--- src/rtl/pbs_pkg.sv ---
package pbs_pkg;

  localparam int ROW_PIX = 8;
  localparam int COL_W   = $clog2(ROW_PIX);

  typedef enum logic [2:0] {
    S_IDLE,
    S_CLEAR,
    S_FETCH,
    S_LATCH,
    S_RD,
    S_WR,
    S_DONE
  } pbs_state_e;

  // Column 0 of a sprite row is the most significant bit of its byte.
  function automatic logic row_pixel(input logic [ROW_PIX-1:0] row_byte,
                                     input logic [COL_W-1:0]   col);
    return row_byte[(ROW_PIX-1) - int'(col)];
  endfunction

  function automatic logic merge_pixel(input logic old_px, input logic spr_px);
    return old_px ^ spr_px;
  endfunction

  function automatic logic pixel_hit(input logic old_px, input logic spr_px);
    return old_px & spr_px;
  endfunction

endpackage

--- src/rtl/pbs_clear_scan.sv ---
module pbs_clear_scan #(
  parameter int X_W = 6,
  parameter int Y_W = 5
) (
  input  logic           clk,
  input  logic           rst_n,
  input  logic           load,
  input  logic           step,
  output logic [X_W-1:0] x,
  output logic [Y_W-1:0] y,
  output logic           last
);

  always_ff @(posedge clk) begin
    if (!rst_n) begin
      x <= '0;
      y <= '0;
    end else if (load) begin
      x <= '0;
      y <= '0;
    end else if (step) begin
      if (&y) begin
        y <= '0;
        x <= x + 1'b1;
      end else begin
        y <= y + 1'b1;
      end
    end
  end

  assign last = (&x) & (&y);

  // line coordinate advances fastest, column carries on line wrap
  p_line_step_r3: assert property (@(posedge clk) disable iff (!rst_n)
    (step && !load && !(&y)) |=> (y == $past(y) + 1'b1 && x == $past(x)));

  p_col_carry_r3: assert property (@(posedge clk) disable iff (!rst_n)
    (step && !load && (&y)) |=> (y == '0 && x == $past(x) + 1'b1));

endmodule

--- src/rtl/pbs_draw_walk.sv ---
module pbs_draw_walk #(
  parameter int X_W    = 6,
  parameter int Y_W    = 5,
  parameter int ROW_W  = 4,
  parameter int ADDR_W = 12
) (
  input  logic              clk,
  input  logic              rst_n,
  input  logic              load,
  input  logic [X_W-1:0]    org_x,
  input  logic [Y_W-1:0]    org_y,
  input  logic [ROW_W-1:0]  rows,
  input  logic [ADDR_W-1:0] base,
  input  logic              col_step,
  output logic [X_W-1:0]    px,
  output logic [Y_W-1:0]    py,
  output logic [ADDR_W-1:0] spr_addr,
  output logic [pbs_pkg::COL_W-1:0] col,
  output logic              col_last,
  output logic              row_last
);

  localparam int CW = pbs_pkg::COL_W;

  logic [X_W-1:0]    ox_q;
  logic [Y_W-1:0]    oy_q;
  logic [ROW_W-1:0]  nrows_q;
  logic [ADDR_W-1:0] base_q;
  logic [ROW_W-1:0]  row_q;
  logic [CW-1:0]     col_q;

  always_ff @(posedge clk) begin
    if (!rst_n) begin
      ox_q    <= '0;
      oy_q    <= '0;
      nrows_q <= '0;
      base_q  <= '0;
      row_q   <= '0;
      col_q   <= '0;
    end else if (load) begin
      ox_q    <= org_x;
      oy_q    <= org_y;
      nrows_q <= rows;
      base_q  <= base;
      row_q   <= '0;
      col_q   <= '0;
    end else if (col_step) begin
      if (&col_q) begin
        col_q <= '0;
        row_q <= row_q + 1'b1;
      end else begin
        col_q <= col_q + 1'b1;
      end
    end
  end

  // Power-of-two screen sizes: truncating the sum gives the wrap.
  assign px       = ox_q + X_W'(col_q);
  assign py       = oy_q + Y_W'(row_q);
  assign spr_addr = base_q + ADDR_W'(row_q);
  assign col      = col_q;
  assign col_last = &col_q;
  assign row_last = (row_q == nrows_q - 1'b1);

  // after the last column of a row the next row begins at column 0
  p_row_adv_r4: assert property (@(posedge clk) disable iff (!rst_n)
    (col_step && !load && (&col_q)) |=> (col_q == '0 && row_q == $past(row_q) + 1'b1));

  // stepping one column moves the pixel one place right, modulo width
  p_col_wrap_r6: assert property (@(posedge clk) disable iff (!rst_n)
    (col_step && !load && !(&col_q)) |=> (px == X_W'($past(px) + 1'b1)));

endmodule

--- src/rtl/pbs_hit_track.sv ---
module pbs_hit_track (
  input  logic clk,
  input  logic rst_n,
  input  logic clr,
  input  logic wr_fire,
  input  logic old_px,
  input  logic spr_px,
  output logic hit
);

  always_ff @(posedge clk) begin
    if (!rst_n)
      hit <= 1'b0;
    else if (clr)
      hit <= 1'b0;
    else if (wr_fire && pbs_pkg::pixel_hit(old_px, spr_px))
      hit <= 1'b1;
  end

  // flag is sticky until the next accepted start
  p_hit_sticky_r7: assert property (@(posedge clk) disable iff (!rst_n)
    (hit && !clr) |=> hit);

  // flag only rises after a write-back that erased a lit pixel
  p_hit_cause_r7: assert property (@(posedge clk) disable iff (!rst_n)
    $rose(hit) |-> $past(wr_fire && old_px && spr_px));

endmodule

--- src/rtl/pixel_blit_seq.sv ---
module pixel_blit_seq #(
  parameter int X_W    = 6,
  parameter int Y_W    = 5,
  parameter int ROW_W  = 4,
  parameter int ADDR_W = 12
) (
  input  logic              clk,
  input  logic              rst_n,
  input  logic              start_i,
  input  logic              draw_i,
  input  logic [X_W-1:0]    org_x_i,
  input  logic [Y_W-1:0]    org_y_i,
  input  logic [ROW_W-1:0]  rows_i,
  input  logic [ADDR_W-1:0] spr_base_i,
  output logic              spr_rd_o,
  output logic [ADDR_W-1:0] spr_addr_o,
  input  logic [7:0]        spr_data_i,
  output logic [X_W-1:0]    fb_x_o,
  output logic [Y_W-1:0]    fb_y_o,
  output logic              fb_we_o,
  output logic              fb_wdata_o,
  input  logic              fb_rdata_i,
  output logic              busy_o,
  output logic              done_o,
  output logic              collide_o
);

  import pbs_pkg::*;

  pbs_state_e state_q, state_d;
  logic [ROW_PIX-1:0] row_byte_q;

  // Named internal events
  logic launch;
  logic clr_step;
  logic wr_fire;
  logic cur_bit;

  logic [X_W-1:0]    scan_x, walk_x;
  logic [Y_W-1:0]    scan_y, walk_y;
  logic              scan_last;
  logic [ADDR_W-1:0] walk_addr;
  logic [COL_W-1:0]  walk_col;
  logic              col_last, row_last;

  assign launch   = start_i && (state_q == S_IDLE);
  assign clr_step = (state_q == S_CLEAR);
  assign wr_fire  = (state_q == S_WR);
  assign cur_bit  = row_pixel(row_byte_q, walk_col);

  pbs_clear_scan #(.X_W(X_W), .Y_W(Y_W)) u_scan (
    .clk   (clk),
    .rst_n (rst_n),
    .load  (launch),
    .step  (clr_step),
    .x     (scan_x),
    .y     (scan_y),
    .last  (scan_last)
  );

  pbs_draw_walk #(.X_W(X_W), .Y_W(Y_W), .ROW_W(ROW_W), .ADDR_W(ADDR_W)) u_walk (
    .clk      (clk),
    .rst_n    (rst_n),
    .load     (launch),
    .org_x    (org_x_i),
    .org_y    (org_y_i),
    .rows     (rows_i),
    .base     (spr_base_i),
    .col_step (wr_fire),
    .px       (walk_x),
    .py       (walk_y),
    .spr_addr (walk_addr),
    .col      (walk_col),
    .col_last (col_last),
    .row_last (row_last)
  );

  pbs_hit_track u_hit (
    .clk     (clk),
    .rst_n   (rst_n),
    .clr     (launch),
    .wr_fire (wr_fire),
    .old_px  (fb_rdata_i),
    .spr_px  (cur_bit),
    .hit     (collide_o)
  );

  always_comb begin
    state_d = state_q;
    unique case (state_q)
      S_IDLE: begin
        if (start_i) begin
          if (!draw_i)             state_d = S_CLEAR;
          else if (rows_i == '0)   state_d = S_DONE;
          else                     state_d = S_FETCH;
        end
      end
      S_CLEAR: if (scan_last) state_d = S_DONE;
      S_FETCH: state_d = S_LATCH;
      S_LATCH: state_d = S_RD;
      S_RD:    state_d = S_WR;
      S_WR: begin
        if (!col_last)      state_d = S_RD;
        else if (row_last)  state_d = S_DONE;
        else                state_d = S_FETCH;
      end
      S_DONE:  state_d = S_IDLE;
      default: state_d = S_IDLE;
    endcase
  end

  always_ff @(posedge clk) begin
    if (!rst_n) begin
      state_q    <= S_IDLE;
      row_byte_q <= '0;
    end else begin
      state_q <= state_d;
      if (state_q == S_LATCH) row_byte_q <= spr_data_i;
    end
  end

  assign spr_rd_o   = (state_q == S_FETCH);
  assign spr_addr_o = walk_addr;
  assign fb_x_o     = clr_step ? scan_x : walk_x;
  assign fb_y_o     = clr_step ? scan_y : walk_y;
  assign fb_we_o    = clr_step | wr_fire;
  assign fb_wdata_o = wr_fire ? merge_pixel(fb_rdata_i, cur_bit) : 1'b0;
  assign busy_o     = (state_q != S_IDLE);
  assign done_o     = (state_q == S_DONE);

  // nothing is driven in the first cycle after reset
  p_reset_quiet_r1: assert property (@(posedge clk)
    !rst_n |=> (!busy_o && !fb_we_o && !spr_rd_o && !collide_o));

  // a read sub-phase is followed by a write to the same pixel
  p_read_then_write_r5: assert property (@(posedge clk) disable iff (!rst_n)
    (state_q == S_RD) |=> (fb_we_o && fb_x_o == $past(fb_x_o) && fb_y_o == $past(fb_y_o)));

  // sprite byte is requested only while no pixel is written
  p_fetch_quiet_r4: assert property (@(posedge clk) disable iff (!rst_n)
    spr_rd_o |-> (!fb_we_o && busy_o));

  // completion is a single-cycle pulse followed by idle
  p_done_pulse_r8: assert property (@(posedge clk) disable iff (!rst_n)
    done_o |=> (!done_o && !busy_o));

  // a start during an operation does not end or restart it
  p_start_ignored_r9: assert property (@(posedge clk) disable iff (!rst_n)
    (busy_o && !done_o && start_i) |=> busy_o);

  // an empty sprite completes at once
  p_zero_rows_r10: assert property (@(posedge clk) disable iff (!rst_n)
    (launch && draw_i && rows_i == '0) |=> (done_o && !fb_we_o));

endmodule

--- config.mk ---
export PLATFORM = sky130hd
export DESIGN_NAME = pixel_blit_seq
export DESIGN_NICKNAME = d
export VERILOG_FILES = /design/src/rtl/pbs_pkg.sv /design/src/rtl/pbs_clear_scan.sv /design/src/rtl/pbs_draw_walk.sv /design/src/rtl/pbs_hit_track.sv /design/src/rtl/pixel_blit_seq.sv
export SDC_FILE = /design/constraint.sdc
export NUM_CORES = 1
export LEC_CHECK = 0
export BUFFER_PORTS_ARGS = -buffer_cell sky130_fd_sc_hd__buf_2
export CAP_MARGIN = 10
export CORE_ASPECT_RATIO = 1.5
export CORE_MARGIN = 2
export CORE_UTILIZATION = 45
export DETAILED_ROUTE_END_ITERATION = 8
export GPL_ROUTABILITY_DRIVEN = 0
export MAX_ROUTING_LAYER = met4
export PLACE_DENSITY = 0.79
export SLEW_MARGIN = 0
export SYNTH_ARGS = -nofsm -noshare
export SYNTH_HDL_FRONTEND = slang
export SYNTH_SLANG_ARGS = --single-unit
--- constraint.sdc ---
create_clock -name clk -period 2.17 [get_ports clk]
set_input_delay 0.1085 -clock clk [delete_from_list [all_inputs] [get_ports clk]]
set_output_delay 0.1085 -clock clk [all_outputs]
set_load 0.02 [all_outputs]
Word level (Yosys, flattened, before mapping)
Cells that the tools add are included.
Word-level totals
  bits in latches: 0
  memories: 0
  memory bits (writable): 0
  bits in registers: 57
  bits in read-only memories: 0
Cells by class
  reduce and logical (&&, ||, !) cells: 12
  $lt $le $gt $ge: 1
  bitwise logic cells: 5
  shifts and indexed selects: 0
  equal/unequal tests: 9
  add/sub/neg operators: 9
  $mul: 0
  multiplexer cells: 15
  divide/modulo/power cells: 0
Operators with widths (count)
  $mux W3: 7
  $pmux W3 S6: 1
  $add A12 B4 Y12: 1
  $reduce_and A6 Y1: 2
  $mux W5: 2
  $eq A3 B3 Y1 const B: 3
  $add A6 B1 Y6 const B: 1
  $add A6 B3 Y6: 1
  $eq A3 B2 Y1 const B: 2
  $mux W6: 1
  $add A5 B1 Y5 const B: 1
  $add A5 B4 Y5: 1
  $lt A4 B5 Y1 const B: 1
  $reduce_and A5 Y1: 1
  $add A4 B1 Y4 const B: 1
  $eq A4 B4 Y1: 1
  $logic_not A4 Y1: 1
  $reduce_and A4 Y1: 1
  $sub A3 B3 Y4 const A: 1
  $sub A4 B1 Y4 const B: 1
  $add A3 B1 Y3 const B: 1
  $bmux W1 S3: 1
  $eq A3 B1 Y1 const B: 1
  $logic_not A3 Y1: 1
  12 further kinds: 16

Logic depth before layout (Yosys ltp)
Gate-level depths: netlist of the first run.
  word-level depth: 6
  depth in mapped cells: 7
  gate-level depth less buffers: 7

Hierarchy
A second synthesis of the first run with hierarchy kept.
Second synthesis, totals
  cells, all modules: 351
  area, all modules: 3348.2 µm²
By module, submodules not included
  pbs_draw_walk: area an instance 1950.6 µm², instances 1, cells an instance 195, seq. area each 680.7 µm²
  pixel_blit_seq: area an instance 785.8 µm², instances 1, cells an instance 86, seq. area each 220.2 µm²
  pbs_clear_scan: area an instance 573.0 µm², instances 1, cells an instance 67, seq. area each 220.2 µm²
  pbs_hit_track: area an instance 38.8 µm², instances 1, cells an instance 3, seq. area each 20.0 µm²

Worst setup path before layout of the first run
Ideal clock, no wire load.
  kind: register to output
  from: register u_walk.row_q[0]
  to: output fb_y_o[4]
  required time: 2.061 ns
  stages on the path, launching flop included: 8
  path slack: 0.118 ns
  arrival: 1.943 ns
  cell sequence: dfxtp_1 ha_1 inv_1 fa_1 nor2b_1 o21ai_0 nor4b_1 nor3_1
Between the ends
  longest elaborated chain between the ends: 2
Ends and longest elaborated chain
  start, declared: line pbs_draw_walk.sv:29  | logic [ROW_W-1:0] row_q;
  start signal, assigned: line pbs_draw_walk.sv:50  | row_q <= row_q + 1'b1;
  $add A5 B4 Y5: line pbs_draw_walk.sv:59  | assign py = oy_q + Y_W'(row_q);
  $mux W5: line pixel_blit_seq.sv:125  | assign fb_y_o = clr_step ? scan_y : walk_y;
  end, declared: line pixel_blit_seq.sv:19  | output logic [Y_W-1:0] fb_y_o,
Every way passes these cells.

Worst setup path after layout of the first run
  from: register u_walk.col_q[0], in the netlist u_walk.col[0]
  to: output fb_wdata_o
Between the ends
  longest elaborated chain between the ends: 6
Ends and longest elaborated chain
  start, declared: line pbs_draw_walk.sv:30  | logic [CW-1:0] col_q;
  start signal, assigned: line pbs_draw_walk.sv:52  | col_q <= col_q + 1'b1;
  $sub A3 B3 Y4: line pbs_pkg.sv:19  | return row_byte[(ROW_PIX-1) - int'(col)];
  $bmux W1 S3: line pbs_pkg.sv:19
  $mux W1 (implied by the code) (2 in a row): line pbs_pkg.sv:19
  $xor A1 B1 Y1: line pbs_pkg.sv:23  | return old_px ^ spr_px;
  $mux W1: line pixel_blit_seq.sv:127  | assign fb_wdata_o = wr_fire ? merge_pixel(fb_rdata_i, cur_bit) : 1'b0;
  end, declared: line pixel_blit_seq.sv:21  | output logic fb_wdata_o,
Every way passes these cells. The select of a mux whose other input is x is not followed.

==> results.toml, run 1 <==
[layout]
num_antenna_cells = 0
most-common-layout-cells = "76 x nand2_1, 63 x buf_2, 50 x dfxtp_1, 29 x nor2_1, 27 x a21boi_0"
synthToLayoutAreaGrowth_pct = 27.07
fin_nets = 536
instances_no_fill = 557
final_common_cell = "nand2_1"
drive_above_1_share = 0.2672
stdcell_area_um2 = 4076
fillerInstances = 610

[sta]
setup_viol = 1
drv_slew = 0
setup_tns_ns = -0.02017
rsz0062_at_grt = "yes"
fmax_ghz = 0.4566
setup_slack_ns = -0.02017
hold_ws_ns = 0.009070
relSlewSlack = 0.6089
clock_skew_ns = 0.007057
post-route-period-util = 1.009
finalHoldViolations = 0
min_period_ns = 2.190
tightest_slew_ns = 0.5866

[worst_setup_path]
cp_data_arrival_time_ns = 2.08
worstSetupPathType = "reg -> out"
path_max_fanout = 4
r2r_slack_ns = 0.37
cp-end-kind = "output pin"
cp.required_ns = 2.06
critPathLaunchType = "register"
reg2reg_depth = 6

[status]
outcome = "complete, but fails checks"
violations = "negative setup slack"

[routing]
drtIter0Drc = 201
ant_nets = 0
post_drt_wl_per_cell_um = 14.19
firstDrtPassIters = 4
drt_wl_total_um = 7905
drc = 0
vias = 2988
via_per_inst = 5.364

[synth]
synth_edf_count = 0
synth_top_area_cell = "dfxtp_1"
netlist_area_um2 = 3208
synth_top_family_by_area = "simple AND/OR/NAND/NOR gates"
synthAdderAreaFrac = 0.09282
yosysWarnings = 0
synth.distinct_cells = 39
synth_nets = 457
synth-async-reset-ratio = 0
synth_top_area_frac = 0.3557
yosys_most_used_dff = "dfxtp_1"
synthTopCellsByArea = "dfxtp_1 36%, nand2_1 8.9%, ha_1 7.4%"
synth-compound-area-share = 0.1544
synth_mux_area_frac = 0.04875
yosys.area_share.simple = 0.2328
synth_xor_area_frac = 0.07371
synth_area_per_cell_um2 = 8.122
seq_area_frac_synth = 0.3557
syn_inst = 395
synth-seq-cells = 57

[global_route]
first_global_vias = 2885
grt_usage = 0.2151
antenna_found_initial = 0
grt-ovfl-total = 0
grt_pass1_wl_um = 12770
grt_max_degree = 39

[die]
fp.dieH_um = 107.4
dieArea_um2 = 7834
ios = 69
die_x_um = 72.94
placeableCoreArea_um2 = 6898
start_util = 0.4651
fp-row-count = 37

[clock_network]
insertion_delay_ns = 0.34
cts_sinks = 57
cts_buffer_depth = 2
clk_pin_slew_ns = 0.08
htree_levels = 3
cts_buffers = 9
cts_tree = "yes"
root_buffer = "clkbuf_8"

[placed_design]
dp_cells = 537
place_ws_ns = 0.1457
hpwl_um = 5627
placed_cell_area_um2 = 3676
port_buffers = 68

[power]
p_leak_nw = 1.769
p_per_area_nw_per_um2 = 858.5
vdd_ir_drop_max_mv = 0.5685

[flow_run]
maxCapViolations = 0

[worst_hold_path]
hold_path_class = "in -> reg"
hold_depth = 3
## cell usage after synthesis, types with 10 or more instances
library cell / n
nand2_1: 76
dfxtp_1: 57
nor2_1: 30
a21boi_0: 28
a21oi_1: 27
ha_1: 19
inv_1: 19
xnor2_1: 15
clkbuf_1: 14
nor2b_1: 12
o21ai_0: 12
xor2_1: 12
mux2i_1: 10
nand3_1: 10
## per-stage QoR
step,total power [W],utilization
final,0.003499,0.5910
after global routing,0.003702,0.5910
after global placement,0.002332,0.5329
after floorplan,0.001993,-
after detailed placement,0.002362,0.5329
after CTS,0.003506,0.5772
## metal layers
| layer | up-vias | global-route usage | wire length (um) |
|---|---|---|---|
| met1 | 1414 | 0.2302 | 3115 |
| met2 | 63 | 0.3812 | 4396 |
| met4 | 0 | 0.08333 | 148 |
| met5 | - | - | 0 |
| met3 | 11 | 0.04494 | 245 |
| li1 | 1500 | - | - |
## worst paths after layout
kind,startpoint,to
min reg2reg,u_walk.ox_q[0],u_walk.ox_q[0]
min,spr_base_i[11],u_walk.base_q[11]
max reg2reg,state_q[0],u_walk.oy_q[1]
max,u_walk.col[0],fb_wdata_o
## worst max-delay path, stage by stage (launching register included)
cell     delay (ns)
dfxtp_2        0.34
buf_6          0.11
mux4_2         0.50
mux2_4         0.30
ha_4           0.26
and2_4         0.13
buf_6          0.11
## final cells by class
type	count	area (um^2)	share of cell area
multi-input cells	303	2044	0.5015
flip-flops and latches	57	1152	0.2827
repair buffers	84	483.0	0.1185
clock buffers	9	123.9	0.03039
clock inverters	7	103.9	0.02548
well taps	78	97.59	0.02394
inverters	19	71.32	0.01750
## kinds of logic after synthesis
group	after synthesis
xor+xnor	27
fa+ha+maj	22
compound gates	79
mux	13
buf+inv	35
simple gates	162
flops	57
## flip-flops by register name (all words and copies together), names as in the netlist
signal,count
u_scan.y,5
state_q,3
u_walk.col,3
u_hit.hit,1
u_walk.oy_q,5
u_walk.ox_q,6
u_walk.row_q,4
row_byte_q,8
u_walk.nrows_q,4
u_scan.x,6
u_walk.base_q,12
## timing repair
item                       in CTS  in global routing
buffers inserted                0                  3
gates resized for setup        25                 18
setup endpoints to repair      11                 13
hold endpoints to repair        1                  0
pin swaps                       7                  7
hold buffers                    1                  0
## report_power, final
group	internal [W]	switching [W]
sequential	0.00115	0.0000928
combinational	0.000431	0.000697
clock	0.000657	0.000470
total	0.00224	0.00126
Note: power is estimated with default switching activity, not from simulation.
==> run 2, diff against run 1 <==
Settings changed: ABC_AREA set to 1, CORE_ASPECT_RATIO 1.5 to 0.75, PLACE_DENSITY 0.79 to 0.78.
==> results.toml, run 2 <==
[status]
outcome = "complete, no violations"

[sta]
clock_skew_ns = 0.006983
setup_tns_ns = 0
tightest_slew_ns = 0.6096
relSlewSlack = 0.5923
fmax_ghz = 0.4803
setup_viol = 0
post-route-period-util = 0.9594
min_period_ns = 2.082
hold_ws_ns = 0.02189
setup_slack_ns = 0.08810
finalHoldViolations = 0
rsz0062_at_grt = "yes"
drv_slew = 0

[worst_hold_path]
hold_path_class = "in -> reg"
min_from = "spr_data_i[6]"

[worst_setup_path]
reg2reg_from = "state_q[0]"
r2r_slack_ns = 0.43
path_max_fanout = 4
cp_cell_sequence = "ha_4, inv_1, fa_2, o21ai_2, buf_4, nand2_1, o21ai_1, nand2_1, buf_2"
cp-end-kind = "output pin"
cp_data_arrival_time_ns = 1.97
crit_path_frequent_cell = "nand2_1"
worstSetupPathType = "reg -> out"
crit_family = "adder cells"
cp.required_ns = 2.06
critical_path_buf_inv_count = 3
crit_path_max_incr_delay_ns = 0.38
crit_path_top_delay_cell = "dfxtp_4"
critPathLaunch = "u_walk.row_q[0]"
critPathLaunchType = "register"

[routing]
vias = 3498
firstDrtPassIters = 5
ant_nets = 0
via_per_inst = 5.159
drt_wl_total_um = 8842
post_drt_wl_per_cell_um = 13.04
drc = 0
drtIter0Drc = 273

[synth]
synthTopCellsByArea = "dfxtp_1 33%, nand2_1 12%, ha_1 6.9%"
synth_top_area_cell = "dfxtp_1"
synth_nets = 561
synth-seq-cells = 57
synthTopCellsByCount = "115 x nand2_1, 61 x inv_1, 57 x dfxtp_1"
synth-async-reset-ratio = 0
synthMostInstantiatedCell = "nand2_1"
yosys_most_used_dff = "dfxtp_1"
synth_top_area_frac = 0.3292
synth.distinct_cells = 31
seq_area_frac_synth = 0.3292
synth_edf_count = 0
syn_inst = 499
yosysWarnings = 0
synth_area_per_cell_um2 = 6.946
netlist_area_um2 = 3466

[layout]
top_regs = "u_walk.base_q (12), row_byte_q (8)"
final_common_cell = "nand2_1"
drive_above_1_share = 0.2409
fin_util = 0.5635
instances_no_fill = 678
top_register = "u_walk.base_q"
fin_nets = 635
synthToLayoutAreaGrowth_pct = 20.29
fillerInstances = 681
num_antenna_cells = 0
largest_register_ffs = 12
most-common-layout-cells = "114 x nand2_1, 67 x buf_2, 61 x inv_1, 52 x dfxtp_1, 45 x nor2_1"

[power]
p_leak_nw = 1.906
p_per_area_nw_per_um2 = 1004
vdd_ir_drop_max_mv = 0.4486

[die]
fp.dieH_um = 80
placeableCoreArea_um2 = 7398
ios = 69
fp-row-count = 27
start_util = 0.4685
die_x_um = 105.3
dieArea_um2 = 8427

[clock_network]
cts_sinks = 57
cts_buffer_depth = 2
ctsHoldBuffers = 0
cts_tree = "yes"
root_buffer = "clkbuf_8"
insertion_delay_ns = 0.34
cts_buffers = 9
postCtsSetupRepairBufs = 0
htree_levels = 3
clk_pin_slew_ns = 0.07

[global_route]
grt_usage = 0.2321
first_global_vias = 3300
grt-ovfl-total = 0
antenna_found_initial = 0
grt_max_degree = 20
grt_pass1_wl_um = 15110

[placed_design]
hpwl_um = 6682
port_buffers = 68
dp_cells = 663
place_ws_ns = 0.1750

[flow_run]
maxCapViolations = 0
run 2: cell types whose count changed after synthesis, moves of 14 or more:
cell,previous run,this run
nor2_1,30,46
inv_1,19,61
a21boi_0,28,0
nand3_1,10,37
a21oi_1,27,41
o21ai_0,12,42
nand2_1,76,115
xnor2_1,15,1
run 2: metal layers:
layer	wire length (um)	up-vias	GRT usage	part of all wire
li1	-	1772	-	-
met1	4201	1612	0.2960	0.48
met2	3954	101	0.3568	0.45
met3	552	13	0.06041	0.062
met4	134	0	0.08400	0.015
met5	0	-	-	0
run 2: what timing repair did:
| item | in CTS | in global routing |
|---|---|---|
| pin swaps | 1 | 3 |
| cloned | 0 | 0 |
| endpoints found under the setup margin | 6 | 10 |
| gates resized for setup | 14 | 15 |
run 2: worst min-delay path: cells and delay by family:
| kind | cells | cell delay (ns) |
|---|---|---|
| buffers and inverters | 1 | 0.07 |
| AOI/OAI and AO/OA | 1 | 0.07 |
| and+or+nand+nor | 1 | 0.08 |
run 2: layout make-up:
class	instances	area (um^2)	area share
clock buffer	12	155.1	0.03721
clock inverter	3	40.04	0.009604
inverter	64	240.2	0.05762
multi-input combinational	364	2044	0.4904
sequential	57	1152	0.2764
tap	101	126.4	0.03031
timing repair buffer	77	410.4	0.09844
run 2: worst paths after layout:
| kind | end | cells past startpoint |
|---|---|---|
| hold reg to reg | u_hit.hit | 2 |
| setup / recovery | spr_addr_o[6] | 9 |
| hold / removal | row_byte_q[6] | 3 |
| setup reg to reg | u_scan.x[1] | 6 |
run 2: kinds of logic after synthesis:
kind of cell               after synthesis  synth area share
and+or+nand+nor                        225            0.2884
AOI/OAI and AO/OA                      104            0.1661
buffers and inverters                   78           0.09747
DFF                                     57            0.3292
adders and majority gates               22           0.08592
xor gates and xnor gates                13           0.03285
run 2: power by group:
group / switching, W / total, W / internal [W]
logic: 0.00116 / 0.00174 / 0.000582
registers: 0.000190 / 0.00145 / 0.00126
clock network: 0.000411 / 0.000993 / 0.000583
total: 0.00176 / 0.00419 / 0.00243
run 2: metrics by stage:
stage / total power [W] / cell area, um^2
6_report: 0.004187 / 4169
4_1_cts: 0.004184 / 4134
2_1_floorplan: 0.002746 / 3466
5_1_grt: 0.004509 / 4169
3_3_place_gp: 0.003131 / 3902
3_5_place_dp: 0.003175 / 3902
==> run 3, diff against run 2 <==
Settings changed: CORE_UTILIZATION 45 to 40, PLACE_DENSITY 0.78 to 0.72, SKIP_LAST_GASP set to 1.
==> results.toml, run 3 (same netlist as run 2, synthesis figures left out) <==
[status]
outcome = "complete, no violations"

[worst_setup_path]
worstSetupPathType = "reg -> out"
cp.required_ns = 2.06
cp-end-kind = "output pin"
critPathLaunchType = "register"
path_max_fanout = 4
cp_data_arrival_time_ns = 1.98

[clock_network]
cts_buffer_depth = 2
clk_pin_slew_ns = 0.05
cts_buffers = 9
htree_levels = 3
root_buffer = "clkbuf_16"
insertion_delay_ns = 0.32
cts_sinks = 57
cts_tree = "yes"

[sta]
drv_slew = 0
tightest_slew_ns = 0.5697
finalHoldViolations = 0
hold_ws_ns = 0.03940
setup_viol = 0
fmax_ghz = 0.4783
setup_slack_ns = 0.07934
relSlewSlack = 0.6190
clock_skew_ns = 0.006398
rsz0062_at_grt = "yes"
min_period_ns = 2.091
post-route-period-util = 0.9634

[layout]
largest_register_ffs = 12
top_register = "u_walk.base_q"
drive_above_1_share = 0.2340
fin_nets = 637
synthToLayoutAreaGrowth_pct = 22.45
final_common_cell = "nand2_1"
num_antenna_cells = 0
most-common-layout-cells = "114 x nand2_1, 67 x buf_2, 59 x inv_1, 55 x dfxtp_1, 46 x nor2_1"
fin_util = 0.5020
top_regs = "u_walk.base_q (12), row_byte_q (8)"

[flow_run]
maxCapViolations = 0

[power]
combPwrFrac = 0.385
power.share.switching = 0.4052
p_int_w = 0.002597
p_leak_nw = 1.938
seq_power_share = 0.335
vdd_ir_drop_max_mv = 0.4265
clkPwrFrac = 0.280
p_switching_w = 0.001769
p_per_area_nw_per_um2 = 1029

[worst_hold_path]
hold_path_class = "in -> reg"

[routing]
drtIter0Drc = 189
vias = 3395
post_drt_wl_per_cell_um = 12.84
via_per_inst = 4.956
ant_nets = 0
drt_wl_total_um = 8793
drc = 0
firstDrtPassIters = 5

[global_route]
grt_max_degree = 36
grt_usage = 0.1965
first_global_vias = 3071
grt-ovfl-total = 0
grt_pass1_wl_um = 14550
antenna_found_initial = 0

[placed_design]
place_ws_ns = 0.1582
hpwl_um = 6592
port_buffers = 68

[die]
dieArea_um2 = 9433
ios = 69
placeableCoreArea_um2 = 8454
fp-row-count = 29
start_util = 0.4099
fp.dieH_um = 84.61
die_x_um = 111.5
## run 3: cell count changes in the layout (fill, tap and decap cells not counted), moves of 2 or more
cell       previous run  this run
dfxtp_1              52        55
buf_6                 0         2
a21oi_2              15        13
clkbuf_16             0         9
inv_1                61        59
clkbuf_8             11         1
a21oi_1              38        40
inv_2                 2         4
o21ai_1               9         5
dfxtp_2               3         1
o21ai_0              36        39
## run 3: repair_timing
action / 4_1_cts / 5_1_grt
cloned: 0 / 0
pin swaps: 1 / 7
resized for setup: 11 / 12
buffers inserted: 0 / 3
hold buffers: 0 / 0
setup endpoints to repair: 6 / 6
## run 3: worst max-delay path: stages, from the launching register on
cell and delay [ns]:
dfxtp_2 0.34, ha_2 0.21, inv_1 0.06, fa_2 0.36, o21ai_2 0.15, buf_4 0.14, nand2_1 0.04, o21ai_0 0.15
nand2_1 0.06, buf_2 0.15
## run 3: layout make-up
cell class	instances	area, um^2
fill	843	4210
multi-input combinational	364	2038
sequential	57	1146
timing repair buffer	79	432.9
clock buffer	12	246.5
inverter	64	240.2
tap	108	135.1
clock inverter	1	5.005
## run 3: path summary, 6_finish.rpt
| check | startpoint | endpoint | slack, ns | depth (start not counted) |
|---|---|---|---|---|
| setup / recovery | u_walk.row_q[0] | spr_addr_o[6] | 0.08 | 9 |
| hold / removal | spr_data_i[6] | row_byte_q[6] | 0.04 | 3 |
| hold reg to reg | u_hit.hit | u_hit.hit | 0.46 | 2 |
| setup reg to reg | state_q[2] | u_walk.base_q[6] | 0.42 | 7 |
## run 3: layer usage
metal  vias up  part of all wire  GRT usage
li1       1769                 -          -
met1      1532              0.51     0.2735
met2        85              0.43     0.2788
met3         9             0.046    0.05415
met4         0             0.013    0.05612
met5         -                 0          -
## run 3: power by group through the flow
stage	logic, W	clock network, W	registers (W)
after floorplan	0.00134	0	0.00140
after global placement	0.00163	0	0.00146
after detailed placement	0.00166	0	0.00147
after CTS	0.00167	0.00126	0.00146
after global routing	0.00190	0.00130	0.00149
final	0.00168	0.00122	0.00146
## run 3: stage by stage
step / cells / power [W] / cell area, um^2 / TNS [ns]
final: 685 / 0.004367 / 4244 / 0
after global placement: 669 / 0.003094 / 3904 / 0
after detailed placement: 669 / 0.003127 / 3904 / 0
after global routing: 685 / 0.004696 / 4244 / -0.07883
after floorplan: 499 / 0.002746 / 3466 / 0
after CTS: 682 / 0.004381 / 4179 / -0.01488
